--- src/rtl/cfg_bank_pkg.sv ---
package cfg_bank_pkg;
  localparam int unsigned BW = 8;

  localparam logic [15:0] A_PORT  = 16'h0000;
  localparam logic [15:0] A_ID    = 16'h0001;
  localparam logic [15:0] A_GRADE = 16'h0002;
  localparam logic [15:0] A_INDEX = 16'h0005;
  localparam logic [15:0] A_PWR   = 16'h0008;
  localparam logic [15:0] A_CLK   = 16'h0009;
  localparam logic [15:0] A_CHCFG = 16'h0014;
  localparam logic [15:0] A_XFER  = 16'h00FF;
  localparam logic [15:0] A_RATE  = 16'h0100;

  localparam logic [BW-1:0] CHIP_ID    = 8'hB5;
  localparam logic [BW-1:0] GRADE_VAL  = 8'h60;
  localparam logic [BW-1:0] PORT_FIXED = 8'h18;

  typedef enum logic [1:0] {
    PM_RUN  = 2'b00,
    PM_OFF  = 2'b01,
    PM_STBY = 2'b10,
    PM_RST  = 2'b11
  } pwr_mode_e;
endpackage

--- src/rtl/cfg_chan_bank.sv ---
module cfg_chan_bank #(
  parameter int unsigned NCH = 6,
  parameter int unsigned DW  = 8
) (
  input  logic              clk_i,
  input  logic              rst_ni,
  input  logic              srst_i,
  input  logic              wr_i,
  input  logic [NCH-1:0]    sel_i,
  input  logic [DW-1:0]     wdata_i,
  output logic [NCH*DW-1:0] flat_o,
  output logic [DW-1:0]     rd_o
);
  logic [DW-1:0] copy_q [NCH];

  for (genvar g = 0; g < NCH; g++) begin : g_copy
    always_ff @(posedge clk_i or negedge rst_ni) begin
      if (!rst_ni)                copy_q[g] <= '0;
      else if (srst_i)            copy_q[g] <= '0;
      else if (wr_i && sel_i[g])  copy_q[g] <= wdata_i;
    end
    assign flat_o[g*DW +: DW] = copy_q[g];
  end

  // lowest selected channel wins
  always_comb begin
    rd_o = '0;
    for (int i = NCH - 1; i >= 0; i--) begin
      if (sel_i[i]) rd_o = copy_q[i];
    end
  end
endmodule

--- src/rtl/cfg_shadow_pair.sv ---
module cfg_shadow_pair #(
  parameter int unsigned    DW  = 8,
  parameter logic [DW-1:0]  RST = '0
) (
  input  logic          clk_i,
  input  logic          rst_ni,
  input  logic          srst_i,
  input  logic          wr_i,
  input  logic          commit_i,
  input  logic [DW-1:0] wdata_i,
  output logic [DW-1:0] shadow_o,
  output logic [DW-1:0] active_o
);
  always_ff @(posedge clk_i or negedge rst_ni) begin
    if (!rst_ni) begin
      shadow_o <= RST;
      active_o <= RST;
    end else if (srst_i) begin
      shadow_o <= RST;
      active_o <= RST;
    end else begin
      if (wr_i)     shadow_o <= wdata_i;
      if (commit_i) active_o <= shadow_o;
    end
  end
endmodule

--- src/rtl/cfg_bank_regs.sv ---
module cfg_bank_regs
  import cfg_bank_pkg::*;
#(
  parameter int unsigned NCH = 6,
  parameter int unsigned AW  = 16
) (
  input  logic              clk_i,
  input  logic              rst_ni,
  input  logic              wr_en_i,
  input  logic [AW-1:0]     wr_addr_i,
  input  logic [BW-1:0]     wr_data_i,
  input  logic [AW-1:0]     rd_addr_i,
  output logic [BW-1:0]     rd_data_o,
  output logic [1:0]        pwr_mode_o,
  output logic              pdwn_stby_o,
  output logic              dcs_off_o,
  output logic [BW-1:0]     rate_act_o,
  output logic [NCH*BW-1:0] chan_cfg_o
);
  localparam logic [NCH-1:0] IDX_RST = {NCH{1'b1}};

  logic            wr_port, wr_index, wr_pwr, wr_clk, wr_chcfg, wr_rate, wr_xfer;
  logic            srst_req, xfer_go;
  logic            lsb_q, pin_stby_q, dcs_off_q;
  logic [NCH-1:0]  idx_q;
  pwr_mode_e       pm_q;
  logic [BW-1:0]   ch_rd, rate_shadow;

  assign wr_port  = wr_en_i && (wr_addr_i == AW'(A_PORT));
  assign wr_index = wr_en_i && (wr_addr_i == AW'(A_INDEX));
  assign wr_pwr   = wr_en_i && (wr_addr_i == AW'(A_PWR));
  assign wr_clk   = wr_en_i && (wr_addr_i == AW'(A_CLK));
  assign wr_chcfg = wr_en_i && (wr_addr_i == AW'(A_CHCFG));
  assign wr_rate  = wr_en_i && (wr_addr_i == AW'(A_RATE));
  assign wr_xfer  = wr_en_i && (wr_addr_i == AW'(A_XFER));

  // either mirrored copy triggers the action
  assign srst_req = wr_port && (wr_data_i[5] || wr_data_i[2]);
  assign xfer_go  = wr_xfer && wr_data_i[0];

  always_ff @(posedge clk_i or negedge rst_ni) begin
    if (!rst_ni) begin
      lsb_q      <= 1'b0;
      idx_q      <= IDX_RST;
      pm_q       <= PM_RUN;
      pin_stby_q <= 1'b0;
      dcs_off_q  <= 1'b1;
    end else if (srst_req) begin
      lsb_q      <= 1'b0;
      idx_q      <= IDX_RST;
      pm_q       <= PM_RUN;
      pin_stby_q <= 1'b0;
      dcs_off_q  <= 1'b1;
    end else begin
      if (wr_port)  lsb_q <= wr_data_i[6] || wr_data_i[1];
      if (wr_index) idx_q <= wr_data_i[NCH-1:0];
      if (wr_pwr) begin
        pm_q       <= pwr_mode_e'(wr_data_i[1:0]);
        pin_stby_q <= wr_data_i[5];
      end
      if (wr_clk)   dcs_off_q <= wr_data_i[0];
    end
  end

  cfg_chan_bank #(.NCH(NCH), .DW(BW)) i_chan_bank (
    .clk_i   (clk_i),
    .rst_ni  (rst_ni),
    .srst_i  (srst_req),
    .wr_i    (wr_chcfg),
    .sel_i   (idx_q),
    .wdata_i (wr_data_i),
    .flat_o  (chan_cfg_o),
    .rd_o    (ch_rd)
  );

  cfg_shadow_pair #(.DW(BW), .RST('0)) i_rate (
    .clk_i    (clk_i),
    .rst_ni   (rst_ni),
    .srst_i   (srst_req),
    .wr_i     (wr_rate),
    .commit_i (xfer_go),
    .wdata_i  (wr_data_i),
    .shadow_o (rate_shadow),
    .active_o (rate_act_o)
  );

  always_comb begin
    rd_data_o = '0;
    case (rd_addr_i)
      AW'(A_PORT):  rd_data_o = PORT_FIXED | {1'b0, lsb_q, 4'b0000, lsb_q, 1'b0};
      AW'(A_ID):    rd_data_o = CHIP_ID;
      AW'(A_GRADE): rd_data_o = GRADE_VAL;
      AW'(A_INDEX): rd_data_o[NCH-1:0] = idx_q;
      AW'(A_PWR):   rd_data_o = {2'b00, pin_stby_q, 3'b000, pm_q};
      AW'(A_CLK):   rd_data_o = {7'b0, dcs_off_q};
      AW'(A_CHCFG): rd_data_o = ch_rd;
      AW'(A_RATE):  rd_data_o = rate_shadow;
      default:      rd_data_o = '0;
    endcase
  end

  assign pwr_mode_o  = pm_q;
  assign pdwn_stby_o = pin_stby_q;
  assign dcs_off_o   = dcs_off_q;
endmodule

--- config.mk ---
export PLATFORM = sky130hd
export DESIGN_NAME = cfg_bank_regs
export DESIGN_NICKNAME = d
export VERILOG_FILES = /design/src/rtl/cfg_bank_pkg.sv /design/src/rtl/cfg_chan_bank.sv /design/src/rtl/cfg_shadow_pair.sv /design/src/rtl/cfg_bank_regs.sv
export SDC_FILE = /design/constraint.sdc
export NUM_CORES = 1
export LEC_CHECK = 0
export ABC_AREA = 1
export CAP_MARGIN = 10
export CORE_ASPECT_RATIO = 1.2
export CORE_UTILIZATION = 40
export CTS_CLUSTER_SIZE = 16
export DETAILED_ROUTE_END_ITERATION = 10
export GPL_TIMING_DRIVEN = 1
export PLACE_DENSITY = 0.76
export REMOVE_ABC_BUFFERS = 1
export SETUP_SLACK_MARGIN = 0.1
export SLEW_MARGIN = 20
export SYNTH_ARGS = -nofsm -noshare
export SYNTH_HDL_FRONTEND = slang
export SYNTH_SLANG_ARGS = --single-unit
--- constraint.sdc ---
create_clock -name clk_i -period 1.8 [get_ports clk_i]
set_input_delay 0.18 -clock clk_i [delete_from_list [all_inputs] [get_ports clk_i]]
set_output_delay 0.18 -clock clk_i [all_outputs]
set_load 0.02 [all_outputs]
==> metrics.md, run 1 <==
| Metric | Value |
|---|---|
| Yosys warnings | `0` |
| Rows | `41` |
| Final WL | `14,200 um` |
| Register area share after synthesis | `43.9%` |
| Final period util | `114%` |
| Netlist Area Pre-Place | `4300 um^2` |
| Final-report max-slew violation count | `0` |
| Clock Tree Buf Depth | `2` |
| Synth Area in Adders | `0%` |
| Total of max-cap violations | `0` |
| Global route overflow | `0` |
| Worst Path Required | `around 1.6 ns` |
| Final ANT Viol Nets | `0` |
| Fin cells | `888` |
| Worst skew pair latency | `roughly 0.33 ns` |
| Reg2reg start | `idx_q[3]$_DFFE_PN1P_` |
| Fin Clk Skew | `0.00451 ns` |
| Maximum clock rate | `~0.49 GHz` |
| Finished Cell Area | `6410 um^2` |
| Xor/xnor share of the synthesized area | `0%` |
| Die Wd | `96.6 um` |
| Max_slew headroom | `62.7%` |
| Layout area overhead | `49.3%` |
| Setup WS post-layout | `-0.260 ns` |
| DRT Pass-1 Iters | `5` |
| Worst Setup Start Kind | `flop` |
| Leakage power total | `3.42 nW` |
| CTS root buffer | `clkbuf_16` |
| Slew @ Worst Pin | `0.558 ns` |
| Drt wl/cell | `16.0 um` |
| Multi-input logic area | `approximately 2200 um^2` |
| Placed cell area | `5880 um^2` |
| Reg clk slew, reported paths | `0.06 ns` |
| Fillcell total | `935` |
| Pwr Total | `0.00404 W` |
| Initial core utilization | `41.0%` |
| First-pass GRT wire length | `22,500 um` |
| Remaining DRCs | `0` |
| Input/output buffers | `110` |
| Crit-path max FO | `8` |
| Number of global-route vias before repair | `around 4,700` |
| Total Die Area | `~11,000 um^2` |
| Worst VDD drop | `487 uV` |
| Setup violations, final | `8` |
| RSZ-0062 raised after global routing | `yes` |
| Failing checks | `setup timing` |
| Average vias per placed instance | `approximately 5.4` |
| R2r worst-path depth | `6` |
| Synth Area in Simple Gates | `44.6%` |
| Core area | `10,500 um^2` |
| RD Place Congestion | `0.875` |
| Min-delay worst type | `input port to async pin` |
| H-Tree Depth | `3` |
| Register area | `about 1900 um^2` |
| Distinct cells, synth | `23` |
| Chip Height | `116 um` |
| Compound-cell area share of the yosys netlist | `3.90%` |
| Clock sinks | `75` |
| R2r setup slk | `0.39 ns` |
| TritonCTS clock tree | `yes` |
| IO Count | `roughly 110` |
| Gr usage total | `26.9%` |
| FF+latch count, synth | `between 70 and 80` |
| Synth Area per Inst | `7.10 um^2` |
| Post-layout min period | `2.06 ns` |
| Routed vias | `about 4,800` |
| Share of cells above drive strength 1 | `roughly 18%` |
| Combinational family with the most area after synthesis | `simple AND/OR/NAND/NOR gates` |
| PwrDens | `629 nW/um^2` |
| Final Util | `61.3%` |
| Largest net degree at the start of global routing | `76` |
| Iteration-0 DRC Markers | `382` |
| Hold Fails Final Rpt | `0` |
| Worst Setup End Kind | `primary output` |
| Initial antenna violation count | `0` |
| Num CTS Buffers | `9` |
| Status | `complete, but fails checks` |
| ANT cells | `0` |
| DP HPWL | `9960 um` |
| Critical path class | `flop to primary output` |
| Fin nets | `797` |
| DP Cell Count | `862` |
| CP arrival | `1.88 ns` |
| Mapped Cells | `605` |
| FF-to-FF End | `i_chan_bank.flat_o[31]$_DFFE_PN0P_` |
| Multiplexer share of the synthesized area | `0%` |
layer usage:
layer / global-route usage (%) / vias to the layer above / routed length [um]
met2: 46.7 / 208 / 7190
met3: 5.51 / 36 / 1080
met4: 12.0 / 0 / 450
met1: 31.8 / 2235 / 5520
li1: - / 2284 / -
met5: 0 / - / 0
worst max-delay path, cell delays in order (launching register included):
cell and delay [ns]:
dfstp_2 0.56, clkinvlp_4 0.20, buf_4 0.19, buf_4 0.12
buf_4 0.12, nor2_1 0.11, nor2_1 0.06, nand2_1 0.08
buf_6 0.12
how the worst max path moves through the flow:
stage                    startpoint                                 to  slack (ns)  cells after the start
3_5_place_dp          rd_addr_i[13]                       rd_data_o[4]       -0.56                     10
4_1_cts        idx_q[4]$_DFFE_PN1P_                       rd_data_o[4]       -0.27                      9
6_report       idx_q[3]$_DFFE_PN1P_                       rd_data_o[3]       -0.26                      8
2_1_floorplan         wr_addr_i[11]  i_chan_bank.flat_o[0]$_DFFE_PN0P_       -0.71                      6
3_3_place_gp          rd_addr_i[13]                       rd_data_o[4]       -0.55                     10
5_1_grt        idx_q[4]$_DFFE_PN1P_                       rd_data_o[2]       -0.33                      9
Yosys cell counts:
cell type / instances / area share (%)
buf_2: 11 / 1.3
buf_6: 4 / 1.0
nand3_2: 3 / 0.70
nand4_2: 6 / 1.7
dfstp_2: 7 / 4.3
clkbuf_1: 15 / 1.3
nand3b_2: 1 / 0.26
nor2_2: 2 / 0.29
nand2_1: 173 / 15
a21oi_1: 16 / 1.9
or2_2: 1 / 0.15
nand3_1: 136 / 16
inv_1: 36 / 3.1
inv_2: 7 / 0.61
nor2_4: 3 / 0.79
o211ai_1: 9 / 1.6
nor3_1: 2 / 0.23
and3_1: 1 / 0.15
buf_4: 1 / 0.17
nand4_1: 12 / 1.7
nor2_1: 87 / 7.6
o21ai_0: 4 / 0.47
dfrtp_1: 68 / 40
sequential cells by signal, indices dropped and copies added, names as in the netlist:
signal,count
pwr_mode_o,2
i_chan_bank.flat_o,48
i_rate.active_o,8
lsb_q,1
pdwn_stby_o,1
idx_q,6
dcs_off_o,1
i_rate.shadow_o,8
power breakdown:
group          switching, W  internal, W
Sequential      0.000000344      0.00169
Clock              0.000725      0.00136
Combinational      0.000141     0.000122
Total              0.000866      0.00317
per-stage QoR:
stage               TNS (ns)  hold slack, ns  worst slack (ns)
floorplan             -49.91          -0.116            -0.715
global placement       -4.36           0.238            -0.547
detailed placement     -4.84           0.249            -0.562
CTS                    -1.54           0.433            -0.269
global route           -2.17           0.478            -0.331
finish                 -1.54           0.401            -0.260
repair_timing:
item                                    in CTS  in global routing
gates resized for setup                     62                 19
pin swaps                                   20                 21
setup buffers                                8                  1
hold buffers                                 1                  0
gates cloned                                 0                  0
endpoints found under the setup margin       8                 10
hold endpoints to repair                    68                  0
layout make-up:
type	instances	area share [%]
multi-input combinational	456	34.0
clock buffer	10	3.57
clock inverter	6	1.76
sequential	75	29.4
tap	129	2.52
inverter	43	2.58
timing repair buffer	169	26.2
layout by cell type (no fill, tap or decap), drive strengths merged:
cell type      Yosys  final
nand4             18     18
clkinv             0      2
nand3b             1      1
dlymetal6s2s       0      1
nand2            173    173
buf               16     67
and3               1      1
or2                1      1
o211ai             9      9
nand3            139    139
dlygate4sd3        0      1
clkbuf            15     10
clkinvlp           0      1
inv               43     43
clkdlybuf4s50      0    100
bufinv             0      3
nor3               2      2
dfstp              7      7
nor2              92     92
o21ai              4      4
dfrtp             68     68
a21oi             16     16
logic make-up (layout without fill, tap and decap cells):
family	Yosys count	in the layout
simple gates	427	427
compound gates	29	29
flops	75	75
buf+inv	74	228
No activity file was read; power rests on OpenSTA's default activity.
==> run 2: changes to the inputs <==
--- a/config.mk
+++ b/config.mk
@@ -12,6 +12,7 @@
 export CTS_CLUSTER_SIZE = 16
 export DETAILED_ROUTE_END_ITERATION = 10
 export GPL_TIMING_DRIVEN = 1
+export HOLD_SLACK_MARGIN = 0.05
 export PLACE_DENSITY = 0.76
 export REMOVE_ABC_BUFFERS = 1
 export SETUP_SLACK_MARGIN = 0.1
==> results of run 2 <==
No change in the layout: final DEF, timing and power equal those of run 1.
